`src/rtl/evc_pkg.sv`:
```
package evc_pkg;

    // Layout of the host-visible status word, most significant bit first.
    typedef struct packed {
        logic       preset_hit;   // 15
        logic       gate_lvl;     // 14
        logic       invert;       // 13
        logic       cnt_lvl;      // 12
        logic       dir_lvl;      // 11
        logic       wide;         // 10
        logic       max_hit;      // 9
        logic [8:0] zero;         // 8..0
    } evc_status_t;

    localparam int unsigned STATUS_W = $bits(evc_status_t);

endpackage

```
`src/rtl/evc_sync.sv`:
```
module evc_sync #(
    parameter int unsigned STAGES = 2
) (
    input  logic clk,
    input  logic rst,
    input  logic cnt_in,
    input  logic dir_in,
    input  logic gate_in,
    output logic cnt_lvl,
    output logic dir_lvl,
    output logic gate_lvl,
    output logic cnt_rise
);

    typedef struct packed {
        logic [STAGES-1:0] cnt;
        logic [STAGES-1:0] dir;
        logic [STAGES-1:0] gate;
        logic              cnt_prev;
    } sync_t;

    sync_t st_d, st_q;

    always_comb begin
        st_d          = st_q;
        st_d.cnt      = {st_q.cnt[STAGES-2:0], cnt_in};
        st_d.dir      = {st_q.dir[STAGES-2:0], dir_in};
        st_d.gate     = {st_q.gate[STAGES-2:0], gate_in};
        st_d.cnt_prev = st_q.cnt[STAGES-1];
    end

    always_ff @(posedge clk) begin
        if (rst) st_q <= '0;
        else     st_q <= st_d;
    end

    assign cnt_lvl  = st_q.cnt[STAGES-1];
    assign dir_lvl  = st_q.dir[STAGES-1];
    assign gate_lvl = st_q.gate[STAGES-1];
    assign cnt_rise = st_q.cnt[STAGES-1] & ~st_q.cnt_prev;

    AST_RISE_SINGLE: assert property (@(posedge clk) disable iff (rst)
        cnt_rise |=> !cnt_rise);

endmodule

```
`src/rtl/evc_accum.sv`:
```
module evc_accum #(
    parameter int unsigned ACC_W    = 24,
    parameter int unsigned NARROW_W = 16
) (
    input  logic             clk,
    input  logic             rst,
    input  logic             step,
    input  logic             up,
    input  logic             wide,
    output logic [ACC_W-1:0] acc_view,
    output logic             max_set
);

    localparam logic [ACC_W-1:0] MASK_WIDE   = '1;
    localparam logic [ACC_W-1:0] MASK_NARROW = {{(ACC_W-NARROW_W){1'b0}}, {NARROW_W{1'b1}}};
    localparam logic [ACC_W-1:0] ONE         = ACC_W'(1);

    typedef struct packed {
        logic [ACC_W-1:0] acc;
    } acc_t;

    acc_t             st_d, st_q;
    logic [ACC_W-1:0] mask;
    logic [ACC_W-1:0] base;
    logic [ACC_W-1:0] nxt;

    always_comb begin
        mask    = wide ? MASK_WIDE : MASK_NARROW;
        base    = st_q.acc & mask;
        nxt     = (up ? base + ONE : base - ONE) & mask;
        st_d    = st_q;
        if (step) st_d.acc = nxt;
        max_set = step && (nxt == mask);
    end

    always_ff @(posedge clk) begin
        if (rst) st_q <= '0;
        else     st_q <= st_d;
    end

    assign acc_view = st_q.acc & mask;

    AST_HOLD_IDLE: assert property (@(posedge clk) disable iff (rst)
        !step |=> st_q.acc == $past(st_q.acc));
    AST_WRAP_UP: assert property (@(posedge clk) disable iff (rst)
        (step && up && base == mask) |=> st_q.acc == '0);
    AST_WRAP_DOWN: assert property (@(posedge clk) disable iff (rst)
        (step && !up && base == '0) |=> st_q.acc == $past(mask));

endmodule

```
`src/rtl/evc_flags.sv`:
```
module evc_flags #(
    parameter int unsigned ACC_W    = 24,
    parameter int unsigned PRESET_W = 16
) (
    input  logic                clk,
    input  logic                rst,
    input  logic [ACC_W-1:0]    acc_view,
    input  logic                wide,
    input  logic [PRESET_W-1:0] preset,
    input  logic                max_set,
    input  logic                flag_clr,
    output logic                preset_hit,
    output logic                max_hit
);

    typedef struct packed {
        logic clr_prev;
        logic preset_hit;
        logic max_hit;
    } flags_t;

    flags_t             st_d, st_q;
    logic [PRESET_W-1:0] field;
    logic                toggle;

    always_comb begin
        field  = wide ? acc_view[ACC_W-1 -: PRESET_W] : acc_view[PRESET_W-1:0];
        toggle = flag_clr != st_q.clr_prev;
        st_d            = st_q;
        st_d.clr_prev   = flag_clr;
        st_d.preset_hit = (field == preset);
        st_d.max_hit    = max_set | (st_q.max_hit & ~toggle);
    end

    always_ff @(posedge clk) begin
        if (rst) begin
            st_q          <= '0;
            st_q.clr_prev <= flag_clr;
        end else begin
            st_q <= st_d;
        end
    end

    assign preset_hit = st_q.preset_hit;
    assign max_hit    = st_q.max_hit;

    AST_MAX_STICKY: assert property (@(posedge clk) disable iff (rst)
        (max_hit && !toggle) |=> max_hit);
    AST_MAX_CLEAR: assert property (@(posedge clk) disable iff (rst)
        (toggle && !max_set) |=> !max_hit);
    AST_MAX_SET: assert property (@(posedge clk) disable iff (rst)
        max_set |=> max_hit);

endmodule

```
`src/rtl/evc_snap.sv`:
```
module evc_snap #(
    parameter int unsigned ACC_W = 24
) (
    input  logic                  clk,
    input  logic                  rst,
    input  logic                  update,
    input  logic [ACC_W-1:0]      acc_view,
    input  evc_pkg::evc_status_t  status_live,
    output logic [ACC_W-1:0]      count_out,
    output logic [evc_pkg::STATUS_W-1:0] status_out
);

    typedef struct packed {
        logic [ACC_W-1:0]     count;
        evc_pkg::evc_status_t status;
    } snap_t;

    snap_t st_d, st_q;

    always_comb begin
        st_d = st_q;
        if (update) begin
            st_d.count  = acc_view;
            st_d.status = status_live;
        end
    end

    always_ff @(posedge clk) begin
        if (rst) st_q <= '0;
        else     st_q <= st_d;
    end

    assign count_out  = st_q.count;
    assign status_out = st_q.status;

    AST_SNAP_HOLD: assert property (@(posedge clk) disable iff (rst)
        !update |=> ($stable(count_out) && $stable(status_out)));

endmodule

```
`src/rtl/evt_counter.sv`:
```
module evt_counter #(
    parameter int unsigned ACC_W       = 24,
    parameter int unsigned NARROW_W    = 16,
    parameter int unsigned PRESET_W    = 16,
    parameter int unsigned SYNC_STAGES = 2
) (
    input  logic                clk,
    input  logic                rst,
    input  logic                cnt_in,
    input  logic                dir_in,
    input  logic                gate_in,
    input  logic                cfg_invert,
    input  logic                cfg_wide,
    input  logic                cfg_flag_clr,
    input  logic [PRESET_W-1:0] preset,
    input  logic                update,
    output logic [ACC_W-1:0]    count_out,
    output logic [15:0]         status_out
);

    import evc_pkg::*;

    logic             cnt_lvl, dir_lvl, gate_lvl, cnt_rise;
    logic             step, up, max_set, preset_hit, max_hit;
    logic [ACC_W-1:0] acc_view;
    evc_status_t      status_live;

    evc_sync #(.STAGES(SYNC_STAGES)) u_sync (
        .clk(clk), .rst(rst),
        .cnt_in(cnt_in), .dir_in(dir_in), .gate_in(gate_in),
        .cnt_lvl(cnt_lvl), .dir_lvl(dir_lvl), .gate_lvl(gate_lvl),
        .cnt_rise(cnt_rise)
    );

    always_comb begin
        step = cnt_rise & gate_lvl;
        up   = dir_lvl ^ cfg_invert;
    end

    evc_accum #(.ACC_W(ACC_W), .NARROW_W(NARROW_W)) u_accum (
        .clk(clk), .rst(rst),
        .step(step), .up(up), .wide(cfg_wide),
        .acc_view(acc_view), .max_set(max_set)
    );

    evc_flags #(.ACC_W(ACC_W), .PRESET_W(PRESET_W)) u_flags (
        .clk(clk), .rst(rst),
        .acc_view(acc_view), .wide(cfg_wide), .preset(preset),
        .max_set(max_set), .flag_clr(cfg_flag_clr),
        .preset_hit(preset_hit), .max_hit(max_hit)
    );

    always_comb begin
        status_live            = '0;
        status_live.preset_hit = preset_hit;
        status_live.gate_lvl   = gate_lvl;
        status_live.invert     = cfg_invert;
        status_live.cnt_lvl    = cnt_lvl;
        status_live.dir_lvl    = dir_lvl;
        status_live.wide       = cfg_wide;
        status_live.max_hit    = max_hit;
    end

    evc_snap #(.ACC_W(ACC_W)) u_snap (
        .clk(clk), .rst(rst), .update(update),
        .acc_view(acc_view), .status_live(status_live),
        .count_out(count_out), .status_out(status_out)
    );

    AST_GATED_STEP: assert property (@(posedge clk) disable iff (rst)
        (cnt_rise && !gate_lvl) |-> !step);

endmodule

```
`config.mk`:
```
export PLATFORM = sky130hd
export DESIGN_NAME = evt_counter
export DESIGN_NICKNAME = d
export VERILOG_FILES = /design/src/rtl/evc_pkg.sv /design/src/rtl/evc_sync.sv /design/src/rtl/evc_accum.sv /design/src/rtl/evc_flags.sv /design/src/rtl/evc_snap.sv /design/src/rtl/evt_counter.sv
export SDC_FILE = /design/constraint.sdc
export NUM_CORES = 1
export LEC_CHECK = 0
export ABC_CLOCK_PERIOD_IN_PS = 4000
export BUFFER_PORTS_ARGS = -buffer_cell sky130_fd_sc_hd__buf_4
export CORE_ASPECT_RATIO = 0.7
export CORE_MARGIN = 2
export CORE_UTILIZATION = 50
export DETAILED_ROUTE_END_ITERATION = 8
export GPL_ROUTABILITY_DRIVEN = 0
export PLACE_DENSITY = 0.81
export SLEW_MARGIN = 20
export SYNTH_ARGS = -nofsm -noshare
export SYNTH_HDL_FRONTEND = slang
export SYNTH_HIERARCHICAL = 1
export SYNTH_SLANG_ARGS = --single-unit
export TNS_END_PERCENT = 100
```
`constraint.sdc`:
```
create_clock -name clk -period 4 [get_ports clk]
set_input_delay 0.8 -clock clk [delete_from_list [all_inputs] [get_ports clk]]
set_output_delay 0.8 -clock clk [all_outputs]
set_load 0.005 [all_outputs]
```
==> results of run 1 <==
## metrics by stage
stage | cells | hold slack (ns) | instance area (um^2) | utilization (%) | power [mW]
3_5_place_dp | 683 | 0.4275 | 5149 | 59.99 | 1.039
5_1_grt | 700 | 0.4529 | 5560 | 64.78 | 2.044
4_1_cts | 699 | 0.4425 | 5498 | 64.05 | 1.978
3_3_place_gp | 683 | 0.4189 | 5149 | 59.99 | 1.028
2_1_floorplan | 496 | 0.4138 | 4511 | - | 0.9416
6_report | 700 | 0.4380 | 5560 | 64.78 | 1.985
## layout by cell type, fill, tap and decap left out, types with 3 or more instances in the layout
cell and n:
and2_1 11, o211ai_1 3, bufinv_16 3, nor2_1 76, o21a_1 3, clkbuf_16 9
a21o_1 9, buf_4 103, dfxtp_1 74, a211oi_2 3, nor2b_1 18, ha_1 19
a211oi_1 4, xor2_1 15, mux2i_1 67, xnor2_1 27, nand4_1 8, o21ai_0 10
a31oi_1 4, a21oi_2 5, nand3_1 6, a21oi_1 23, o21ai_1 3, nand2_1 14
o21bai_1 5, conb_1 9, ha_2 3, inv_1 9
## flip-flops by register name, indices dropped and copies added (netlist names)
| register | cells |
|---|---|
| u_snap/count_out | 24 |
| u_sync/st_d | 3 |
| u_flags/max_hit | 1 |
| u_sync/dir_lvl | 1 |
| u_snap/status_out | 16 |
| u_sync/cnt_lvl | 1 |
| u_flags/preset_hit | 1 |
| u_sync/st_q | 1 |
| u_flags/st_q | 1 |
| u_accum/st_q | 24 |
| u_sync/gate_lvl | 1 |
## area by class of cell
cell class,count,area (um^2),share of cell area [%]
Clock inverter,7,123.9,2.228
Inverter,10,37.54,0.6751
Multi-Input combinational cell,377,2769,49.80
Timing Repair Buffer,103,773.2,13.91
Sequential cell,74,1481,26.64
Tap cell,120,150.1,2.700
Clock buffer,9,225.2,4.050
## power breakdown
group,internal (mW),switching [mW]
Combinational,0.130,0.156
Clock,0.614,0.326
Sequential,0.750,0.00839
Total,1.49,0.490
## critical path, stage by stage
cell and delay (ns):
buf_4 0.13, xor2_2 0.20, inv_2 0.13, buf_4 0.20, ha_1 0.36, buf_4 0.18
a21oi_2 0.17, o21ai_0 0.14, o21bai_1 0.20, o211ai_1 0.15, a31oi_1 0.23, xnor2_1 0.18
nand4_1 0.11, or3_1 0.37, a2111oi_2 0.38, a21oi_1 0.08, nor2_1 0.08
## per-layer routing
layer | track usage, % | vias to the layer above
met4 | 9.733 | 0
met5 | 0 | -
li1 | - | 1848
met3 | 5.474 | 46
met1 | 33.55 | 1879
met2 | 39.41 | 191
## how the worst max path moves through the flow
| stage | startpoint | endpoint | slack [ns] | depth (start not counted) |
|---|---|---|---|---|
| finish | cfg_invert | u_flags/max_hit | 0.17 | 17 |
| global route | cfg_invert | u_flags/max_hit | -0.04 | 17 |
| CTS | cfg_invert | u_flags/max_hit | 0.07 | 16 |
| detailed placement | cfg_invert | u_flags/max_hit | -0.17 | 16 |
| global placement | cfg_invert | u_flags/max_hit | -0.03 | 16 |
| floorplan | cfg_invert | u_flags/max_hit | 0.02 | 14 |
## kinds of logic (layout without fill, tap and decap cells)
group	count (synthesis)	in the layout	share of synthesized area, %
simple gates	148	148	15.68
mux	67	67	14.98
flops	74	74	33.09
fa+ha+maj	24	24	6.875
buf+inv	45	129	7.043
xor+xnor	44	44	8.916
compound gates	85	85	13.33
other cells	1	9	0.08377
## what timing repair did
action | CTS | global route
gates resized for setup | 0 | 15
endpoints found under the hold margin | 0 | 0
endpoints found under the setup margin | 0 | 2
setup buffers | 0 | 1
==> summary.txt, run 1 <==
Timing
  • Fmax: around 0.26 GHz
  • Fin. Hold Viols: 0
  • Setup Skew: around 0.0096 ns
  • TNS Setup: 0 ns
  • Count of final max-slew check failures: 0
  • Post-route setup slack: about 0.17 ns
  • Post-layout min period: about 3.8 ns
  • Worst Max-Slew Pin Slew: ~0.7 ns
  • Slew HR: around 52%
  • Final setup fails: 0
  • Period utilisation layout: about 96%

Logic synthesis
  • Synth async-reset ratio: 0%
  • Number of synthesized flops with an enable pin: 0
  • Area leader, netlist: dfxtp_1
  • #FFs+latches synth: 74
  • Most frequent cell after synthesis: nor2_1
  • Top cell type's share of synthesized area: between 30% and 40%
  • Top post-synthesis cells by area: dfxtp_1 (33%), mux2i_1 (15%), ha_1 (6.4%), nor2_1 (6.4%), xnor2_1 (5.3%)
  • Prevailing post-synth register cell: dfxtp_1
  • Mapped Cells: slightly below 500
  • Sequential share of the synthesized area: 33.09%
  • Commonest cells in the netlist: nor2_1 (76), dfxtp_1 (74), mux2i_1 (67)
  • Distinct cells, synth: ~50
  • Synth Cell Area: between 4000 and 5000 um^2
  • Syn Area/Cell: 9.174 um^2
  • Synth warn: 6

Placed design
  • Port bufs: between 60 and 70
  • Pre-CTS setup slack: -0.1744 ns
  • Detail Placement HPWL: approximately 8500 um

Detailed routing
  • Met2 Routed Length: about 5700 um
  • Drt total wl: about 12,000 um
  • Routed wl met3: 906 um
  • Uppermost layer routed: met4
  • Vias: approximately 4,000
  • 1st-pass router iterations: 5
  • Antenna-violating nets left: 0
  • DR DRC count: 0
  • Metal-1 WL: ~5400 um
  • Post-DR vias/cell: approximately 5.7
  • Initial DRC Count: slightly above 400
  • Wire per inst: ~18 um

Min path
  • Hold Path End: u_sync/gate_lvl
  • Worst Hold Path Cells: 1
  • Hold wc startpoint: u_sync/st_d[2]
  • HP Class: reg2reg

Floorplanning
  • Num rows: 28
  • Die area: just under 10,000 um^2
  • Die width: approximately 120 um
  • Core Footprint: around 8600 um^2
  • # IOs: 65
  • Initial Util: 52.16%
  • Die H: between 80 and 90 um

GRT
  • Largest net degree at the start of global routing: 74
  • Initial antenna violation count: 0
  • Number of global-route vias before repair: 3,774
  • Grt ovf: 0
  • Global-route usage over all layers: 25.11%
  • First-pass GRT wire length: 18,930 um

Cells and area
  • Nets: 624
  • Ant. Diodes: 0
  • P&R area growth vs syn: 24.20%
  • Share of cells above drive strength 1: 25.52%
  • # fillers: 618

Clock network
  • H-tree depth: 3
  • Clk root buf: clkbuf_16
  • CTS Buffer Depth: 2
  • Clock network latency to the later pin of the worst-skew pair: 0.34 ns
  • CTS Sinks: 74
  • Hold_buf cts: 0
  • CTS Buf Count: 9
  • Clock transition at path regs: 0.06 ns
  • CTS tree: done

Run
  • MaxCap Viol Count: 0

Worst setup path
  • RR Endpoint: u_flags/max_hit
  • WP data arrival: between 4 and 5 ns
  • Startpoint Class: input pin
  • Crit end category: flop
  • Worst Path Required: ~4.3 ns
  • Crit Path Max Fanout: 8
  • Setup CP Type: in2reg
  • Register-to-Register Path Depth: 16
  • Worst reg2reg setup slack: just under 0.4 ns
  • Reg2reg start: u_sync/dir_lvl

Power
  • PwrDens: 356.9 nW/um^2
  • Lkg Pwr: 2.528 nW
  • Peak supply drop: ~210 uV

Status
  • Outcome: finished, final reports clean
(Power assumes the default switching activity.)
==> inputs of run 2 (changes only) <==
--- a/config.mk
+++ b/config.mk
@@ -5,14 +5,17 @@
 export SDC_FILE = /design/constraint.sdc
 export NUM_CORES = 1
 export LEC_CHECK = 0
+export ABC_AREA = 1
 export ABC_CLOCK_PERIOD_IN_PS = 4000
 export BUFFER_PORTS_ARGS = -buffer_cell sky130_fd_sc_hd__buf_4
+export CAP_MARGIN = 40
 export CORE_ASPECT_RATIO = 0.7
 export CORE_MARGIN = 2
 export CORE_UTILIZATION = 50
+export CTS_CLUSTER_DIAMETER = 80
 export DETAILED_ROUTE_END_ITERATION = 8
 export GPL_ROUTABILITY_DRIVEN = 0
-export PLACE_DENSITY = 0.81
+export PLACE_DENSITY = 0.8
 export SLEW_MARGIN = 20
 export SYNTH_ARGS = -nofsm -noshare
 export SYNTH_HDL_FRONTEND = slang
==> run 2 against run 1 <==
Against the previous run: setup slack gained 0.65 ns; sequential share of layout area down 2.6 points; register-to-register slack gained 0.60 ns; largest cell class unchanged; largest power group is now registers.
==> summary.txt, run 2 <==
Floorplanning
  • Die H: 91.38 um (was 83.17 um)
  • Core Footprint: 10,470 um^2 (was 8583 um^2)
  • Num rows: 31 (was 28)
  • # IOs: 65 (unchanged)
  • Initial Util: 52.08% (was 52.16%)
  • Die width: 128.8 um (was 117.1 um)
  • Die area: 11,770 um^2 (was 9738 um^2)

Clock network
  • H-tree depth: 3 (unchanged)
  • CTS Buf Count: 9 (unchanged)
  • Hold_buf cts: 0 (unchanged)
  • Clock network latency to the later pin of the worst-skew pair: 0.33 ns (was 0.34 ns)
  • Cts repair resizes: 0 (unchanged)
  • Setup Fix Bufs, Post-CTS: 0 (unchanged)
  • Clk root buf: clkbuf_16 (unchanged)
  • CTS tree: done (unchanged)
  • CTS Buffer Depth: 2 (unchanged)
  • Clock transition at path regs: 0.06 ns (about the same)
  • CTS Sinks: 74 (unchanged)

Detailed routing
  • Initial DRC Count: 540 (was 411)
  • Vias: 5,458 (was 3,964)
  • Antenna-violating nets left: 0 (unchanged)
  • Wire per inst: 12.46 um (was 17.64 um)
  • DR DRC count: 0 (unchanged)
  • Post-DR vias/cell: 4.847 (was 5.663)
  • Drt total wl: 14,030 um (was 12,350 um)
  • 1st-pass router iterations: 6 (was 5)

Timing
  • Period utilisation layout: 79.68% (was 95.84%)
  • Final setup fails: 0 (unchanged)
  • Post-route setup slack: 0.8128 ns (was 0.1664 ns)
  • Post-layout min period: 3.187 ns (was 3.834 ns)
  • TNS Setup: 0 ns (unchanged)
  • Fin. Hold Viols: 0 (unchanged)
  • Count of final max-slew check failures: 0 (unchanged)
  • Fmax: 0.3138 GHz (was 0.2609 GHz)
  • Worst Max-Slew Pin Slew: 0.7236 ns (was 0.7154 ns)
  • Setup Skew: 0.003219 ns (was 0.009586 ns)
  • Slew HR: 51.76% (was 52.30%)
  • RSZ-0062 raised after global routing: false

Worst setup path
  • WP data arrival: 3.44 ns (was 4.11 ns)
  • Startpoint Class: input pin (unchanged)
  • CP max-delay cell: fa_1 (was a2111oi_2)
  • Crit path buffers/inverters: 5 (was 4)
  • Setup CP Type: in2reg (unchanged)
  • Crit end category: flop (unchanged)
  • CP peak stage delay: 0.51 ns (was 0.38 ns)
  • Worst-path cell chain: buf_4 -> inv_1 -> nand2_1 -> nand2_1 -> inv_1 -> buf_8 -> fa_1 -> nand3_1 -> nand3_2 -> nand2_1 -> nand2_2 -> xor2_1 -> nand3_1 -> nor2_1 -> nand3_1 -> nor2_1 -> inv_1 -> a21oi_1 (was buf_4 -> xor2_2 -> inv_2 -> buf_4 -> ha_1 -> buf_4 -> a21oi_2 -> o21ai_0 -> o21bai_1 -> o211ai_1 -> a31oi_1 -> xnor2_1 -> nand4_1 -> or3_1 -> a2111oi_2 -> a21oi_1 -> nor2_1)
  • Worst Path Required: 4.26 ns (was 4.28 ns)
  • CP top delay family: simple AND/OR/NAND/NOR gates (was compound AO/OA/AOI/OAI gates)
  • Crit Path Max Fanout: 12 (was 8)

Cells and area
  • P&R area growth vs syn: 12.82% (was 24.20%)
  • Ant. Diodes: 0 (unchanged)
  • # fillers: 994 (was 618)
  • Share of cells above drive strength 1: 11.97% (was 25.52%)
  • Most frequent cells in the layout: nand2_1 (338), inv_1 (171), nor2_1 (145), dfxtp_1 (74), buf_4 (65) (was buf_4 (103), nor2_1 (76), dfxtp_1 (74), mux2i_1 (67), xnor2_1 (27))
  • Commonest non-fill, non-tap cell in the layout: nand2_1 (was buf_4)
  • Nets: 1,038 (was 624)
  • Register area: 1481 um^2 (unchanged)
  • Multi-input logic area: 3054 um^2 (was 2769 um^2)

Logic synthesis
  • Area leader, netlist: dfxtp_1 (unchanged)
  • #FFs+latches synth: 74 (unchanged)
  • Number of synthesized flops with an enable pin: 0 (unchanged)
  • Top cell type's share of synthesized area: 27.16% (was 33.09%)
  • Prevailing post-synth register cell: dfxtp_1 (unchanged)
  • Top post-synthesis cells by area: dfxtp_1 (27%), nand2_1 (23%), inv_1 (12%), nor2_1 (10%), ha_1 (5.3%) (was dfxtp_1 (33%), mux2i_1 (15%), ha_1 (6.4%), nor2_1 (6.4%), xnor2_1 (5.3%))
  • Synth warn: 6 (unchanged)
  • Mapped Cells: 944 (was 488)
  • Distinct cells, synth: 32 (was 51)
  • Commonest cells in the netlist: nand2_1 (338), inv_1 (171), nor2_1 (145) (was nor2_1 (76), dfxtp_1 (74), mux2i_1 (67))
  • Synth Cell Area: 5454 um^2 (was 4477 um^2)
  • Synth async-reset ratio: 0% (unchanged)
  • Most frequent cell after synthesis: nand2_1 (was nor2_1)
  • Sequential share of the synthesized area: 27.16% (was 33.09%)
  • Syn Area/Cell: 5.778 um^2 (was 9.174 um^2)

Power
  • Peak supply drop: 227.9 uV (was 207.2 uV)
  • Lkg Pwr: 3.497 nW (was 2.528 nW)
  • PwrDens: 302.3 nW/um^2 (was 356.9 nW/um^2)

Placed design
  • Port bufs: 64 (unchanged)
  • Pre-CTS setup slack: 0.5348 ns (was -0.1744 ns)
  • Detail Placement HPWL: 10,640 um (was 8519 um)

Run
  • MaxCap Viol Count: 0 (unchanged)

GRT
  • Largest net degree at the start of global routing: 81 (was 74)
  • First-pass GRT wire length: 23,680 um (was 18,930 um)
  • Global-route usage over all layers: 24.83% (was 25.11%)
  • Initial antenna violation count: 0 (unchanged)
  • Grt ovf: 0 (unchanged)
  • Number of global-route vias before repair: 5,034 (was 3,774)

Status
  • Outcome: finished, final reports clean (unchanged)

Min path
  • HP Class: reg2reg (unchanged)
-- run 2: changes by cell type after synthesis, moves of 9 or more --
cell	delta
nand2_1	+324
inv_1	+161
nor2_1	+69
mux2i_1	-67
nand3_1	+36
xnor2_1	-20
nor2b_1	-18
nand2_2	+12
and2_1	-10
a21o_1	-9
-- run 2: power breakdown --
group	internal [mW]	total (mW)	switching, mW
combinational	0.126	0.326	0.200
sequential	0.766	0.784	0.0175
clock	0.439	0.750	0.312
total	1.33	1.86	0.529
-- run 2: final cells by class --
cell class	count	share of cell area, %
inverters	178	10.86
clock buffers	11	3.945
repair buffers	66	8.174
flip-flops and latches	74	24.07
clock inverters	5	0.6303
multi-input cells	660	49.63
well taps	132	2.684
-- run 2: logic make-up after synthesis --
family,Yosys count,synth area share (%)
simple gates,566,42.72
buf+inv,218,17.39
flops,74,27.16
compound gates,44,4.290
fa+ha+maj,24,5.644
xor+xnor,17,2.730
other cells,1,0.06876
-- run 2: routing by layer --
layer / global-route usage (%) / share of wire (%)
met3: 4.950 / 8.2
met1: 36.07 / 50
met2: 38.40 / 41
met5: 0 / 0
met4: 4.167 / 1.0
-- run 2: worst register-to-register path: cells and delay by family (launching register included) --
kind / cells / cell delay (ns)
adders and majority gates: 1 / 0.30
and+or+nand+nor: 9 / 0.90
buffers and inverters: 6 / 0.85
AOI/OAI and AO/OA: 3 / 0.50
DFF: 1 / 0.37
-- run 2: worst paths after layout --
path | from | endpoint | slack (ns) | cells after the start
max | cfg_invert | u_flags/max_hit | 0.81 | 18
min | u_sync/st_d[6] | u_sync/cnt_lvl | 0.41 | 2
max reg2reg | u_sync/dir_lvl | u_flags/max_hit | 0.99 | 19
min reg2reg | u_sync/st_d[6] | u_sync/cnt_lvl | 0.41 | 2
-- run 2: metrics by stage --
stage | util [%] | hold WS, ns | instances | instance area, um^2 | total power, mW
5_1_grt | 58.76 | 0.4262 | 1126 | 6153 | 1.947
3_3_place_gp | 55.93 | 0.3906 | 1109 | 5857 | 1.111
3_5_place_dp | 56.07 | 0.3925 | 1110 | 5872 | 1.119
6_report | 58.76 | 0.4071 | 1126 | 6153 | 1.860
2_1_floorplan | - | 0.3883 | 952 | 5484 | 1.022
4_1_cts | 58.76 | 0.4042 | 1126 | 6153 | 1.858
==> inputs of run 3 (changes only) <==
--- a/config.mk
+++ b/config.mk
@@ -6,7 +6,7 @@
 export NUM_CORES = 1
 export LEC_CHECK = 0
 export ABC_AREA = 1
-export ABC_CLOCK_PERIOD_IN_PS = 4000
+export ABC_CLOCK_PERIOD_IN_PS = 2890
 export BUFFER_PORTS_ARGS = -buffer_cell sky130_fd_sc_hd__buf_4
 export CAP_MARGIN = 40
 export CORE_ASPECT_RATIO = 0.7
==> constraint.sdc (replaced) <==
create_clock -name clk -period 2.89 [get_ports clk]
set_input_delay 0.578 -clock clk [delete_from_list [all_inputs] [get_ports clk]]
set_output_delay 0.578 -clock clk [all_outputs]
set_load 0.005 [all_outputs]
==> run 3 against run 2 <==
Against the previous run: count of clock-buffer cells in the layout fell by 2; register-to-register slack got worse by 0.79 ns; sequential share of layout area fell by 1.1 points; non-clock buffer count rose by 31; core utilization rose by 2.8 points; via count rose by 1.7%; combinational power rose by 52%; hold slack got worse by 0.037 ns; clock power rose by 52%; setup slack got worse by 0.63 ns; global-route usage rose by 0.074 points; critical path type unchanged; largest power group is now clock.
==> summary.txt, run 3 (synthesis results as in run 2) <==
Worst setup path
  • Setup CP Type: in2reg (unchanged)
  • WP data arrival: 2.97 ns (was 3.44 ns)
  • Reg2reg start: u_sync/dir_lvl (unchanged)
  • Startpoint Class: input pin (unchanged)
  • Crit Path Max Fanout: 14 (was 12)
  • Crit end category: flop (unchanged)
  • RR Endpoint: u_flags/max_hit (unchanged)
  • Register-to-Register Path Depth: 20 (was 19)
  • Worst Path Required: 3.16 ns (was 4.26 ns)
  • Worst reg2reg setup slack: 0.20 ns (was 0.99 ns)

Status
  • Outcome: finished, final reports clean (unchanged)

Placed design
  • Port bufs: 64 (unchanged)
  • Pre-CTS setup slack: -0.1048 ns (was 0.5348 ns)
  • Detail Placement HPWL: 10,810 um (was 10,640 um)
  • DP Area: 6110 um^2 (was 5872 um^2)

Cells and area
  • Share of cells above drive strength 1: 15.51% (was 11.97%)
  • Cell area after layout: 6447 um^2 (was 6153 um^2)
  • P&R area growth vs syn: 18.22% (was 12.82%)
  • Most frequent cells in the layout: nand2_1 (338), inv_1 (170), nor2_1 (144), buf_4 (96), dfxtp_1 (73) (was nand2_1 (338), inv_1 (171), nor2_1 (145), dfxtp_1 (74), buf_4 (65))
  • Ant. Diodes: 0 (unchanged)
  • Commonest non-fill, non-tap cell in the layout: nand2_1 (unchanged)
  • Nets: 1,069 (was 1,038)

Power
  • Clock network fraction of total power: 41.8% (was 40.3%)
  • Gate power share: 18.3% (was 17.5%)
  • Total chip power: 2.718 mW (was 1.860 mW)
  • Lkg Pwr: 3.666 nW (was 3.497 nW)
  • Psw: 770.4 uW (was 529.0 uW)
  • Peak supply drop: 374.0 uV (was 227.9 uV)
  • PwrDens: 421.5 nW/um^2 (was 302.3 nW/um^2)
  • Int Power: 1.947 mW (was 1.331 mW)
  • Sequential share of power: 39.9% (was 42.1%)
  • Sw frac: 28.35% (was 28.43%)

Timing
  • Fmax: around 0.37 GHz
  • Post-layout min period: ~2.7 ns
  • Slew HR: 51.03% (was 51.76%)
  • Period utilisation layout: a little over nine tenths
  • Final setup fails: 0 (unchanged)
  • Setup Skew: 0.006912 ns (was 0.003219 ns)
  • Post-route setup slack: 0.1841 ns (was 0.8128 ns)
  • Hold_ws: 0.3696 ns (was 0.4071 ns)
  • Worst Max-Slew Pin Slew: 0.7337 ns (was 0.7236 ns)
  • Count of final max-slew check failures: 0 (unchanged)
  • Fin. Hold Viols: 0 (unchanged)
  • RSZ-0062 raised after global routing: false (unchanged)

GRT
  • Global-route usage over all layers: 24.90% (was 24.83%)
  • Initial antenna violation count: 0 (unchanged)
  • Grt ovf: 0 (unchanged)
  • Largest net degree at the start of global routing: 81 (unchanged)
  • Number of global-route vias before repair: 5,082 (was 5,034)
  • First-pass GRT wire length: 23,640 um (was 23,680 um)

Min path
  • Hold Path End: u_flags/st_q[2] (was u_sync/cnt_lvl)
  • HP Class: in2reg (was reg2reg)
  • Worst Hold Path Cells: 1 (was 2)
  • Hold wc startpoint: cfg_flag_clr (was u_sync/st_d[6])

Floorplanning
  • Die width: 128.8 um (unchanged)
  • # IOs: 65 (unchanged)
  • Num rows: 31 (unchanged)
  • Die area: 11,770 um^2 (unchanged)
  • Core Footprint: 10,470 um^2 (unchanged)
  • Die H: 91.38 um (unchanged)
  • Initial Util: 52.08% (unchanged)

Detailed routing
  • Drt total wl: 14,210 um (was 14,030 um)
  • 1st-pass router iterations: 5 (was 6)
  • Vias: 5,552 (was 5,458)
  • Post-DR vias/cell: 4.799 (was 4.847)
  • DR DRC count: 0 (unchanged)
  • Antenna-violating nets left: 0 (unchanged)
  • Wire per inst: 12.28 um (was 12.46 um)
  • Initial DRC Count: 444 (was 540)

Clock network
  • Clk root buf: clkbuf_16 (unchanged)
  • CTS Buffer Depth: 2 (unchanged)
  • CTS tree: done (unchanged)
  • CTS Buf Count: 9 (unchanged)
  • Clock transition at path regs: 0.06 ns (about the same)
  • H-tree depth: 3 (unchanged)
  • Clock network latency to the later pin of the worst-skew pair: 0.33 ns (about the same)
  • Setup Fix Bufs, Post-CTS: 0 (unchanged)
  • CTS Sinks: 74 (unchanged)

Run
  • MaxCap Viol Count: 0 (unchanged)
-- run 3: worst max-delay path by stage --
stage / start / to / slack (ns) / depth (start not counted)
4_1_cts: u_sync/dir_lvl / u_flags/max_hit / 0.16 / 20
3_5_place_dp: cfg_invert / u_flags/max_hit / -0.10 / 21
5_1_grt: u_sync/dir_lvl / u_flags/max_hit / 0.009 / 19
2_1_floorplan: cfg_invert / u_flags/max_hit / 0.13 / 18
6_report: cfg_invert / u_flags/max_hit / 0.18 / 21
3_3_place_gp: cfg_invert / u_flags/max_hit / -0.1 / 21
-- run 3: cell type report --
class | instances | area [um^2]
clock buffers | 9 | 225.2
multi-input cells | 660 | 3089
fillers | 973 | 4025
flip-flops and latches | 74 | 1483
clock inverters | 7 | 76.32
repair buffers | 97 | 740.7
well taps | 132 | 165.2
inverters | 178 | 668.1
-- run 3: power groups by stage --
stage | registers [mW] | logic [mW] | clock network, mW
after floorplan | 1.10 | 0.310 | 0
after global placement | 1.11 | 0.478 | 0
after detailed placement | 1.11 | 0.483 | 0
after CTS | 1.08 | 0.487 | 1.14
after global routing | 1.09 | 0.557 | 1.20
final | 1.08 | 0.497 | 1.14
-- run 3: layer usage --
| metal | share of wire, % | vias to the layer above | global-route usage, % | wire length [um] |
|---|---|---|---|---|
| li1 | - | 2912 | - | - |
| met1 | 50 | 2433 | 36.09 | 7129 |
| met2 | 41 | 192 | 37.83 | 5889 |
| met3 | 7.4 | 15 | 5.186 | 1051 |
| met4 | 0.96 | 0 | 5.435 | 136 |
| met5 | 0 | - | 0 | 0 |
-- run 3: repair_timing --
action / in CTS / in global routing
endpoints found under the setup margin: 0 / 1
hold buffers: 0 / 0
resized for setup: 0 / 8
-- run 3: worst max-delay path, stage by stage --
cell	delay [ns]
buf_4	0.12
inv_1	0.06
nand2_1	0.05
nand2_1	0.13
inv_2	0.07
buf_12	0.15
ha_1	0.36
nand2_2	0.11
inv_1	0.09
nand3_1	0.07
nand2_1	0.21
nand3_1	0.16
nand2_1	0.10
nand2_1	0.06
nand2_1	0.08
nand2_1	0.06
nor2_1	0.10
nand3_1	0.10
nor2_1	0.13
inv_1	0.04
a21oi_1	0.12
-- run 3: through the flow --
| stage | util (%) | std cells | setup TNS [ns] |
|---|---|---|---|
| final | 61.57 | 1157 | 0 |
| after global routing | 61.57 | 1157 | 0 |
| after CTS | 61.22 | 1157 | 0 |
| after detailed placement | 58.34 | 1141 | -0.1048 |
| after global placement | 58.34 | 1141 | -0.09694 |
| after floorplan | - | 952 | 0 |
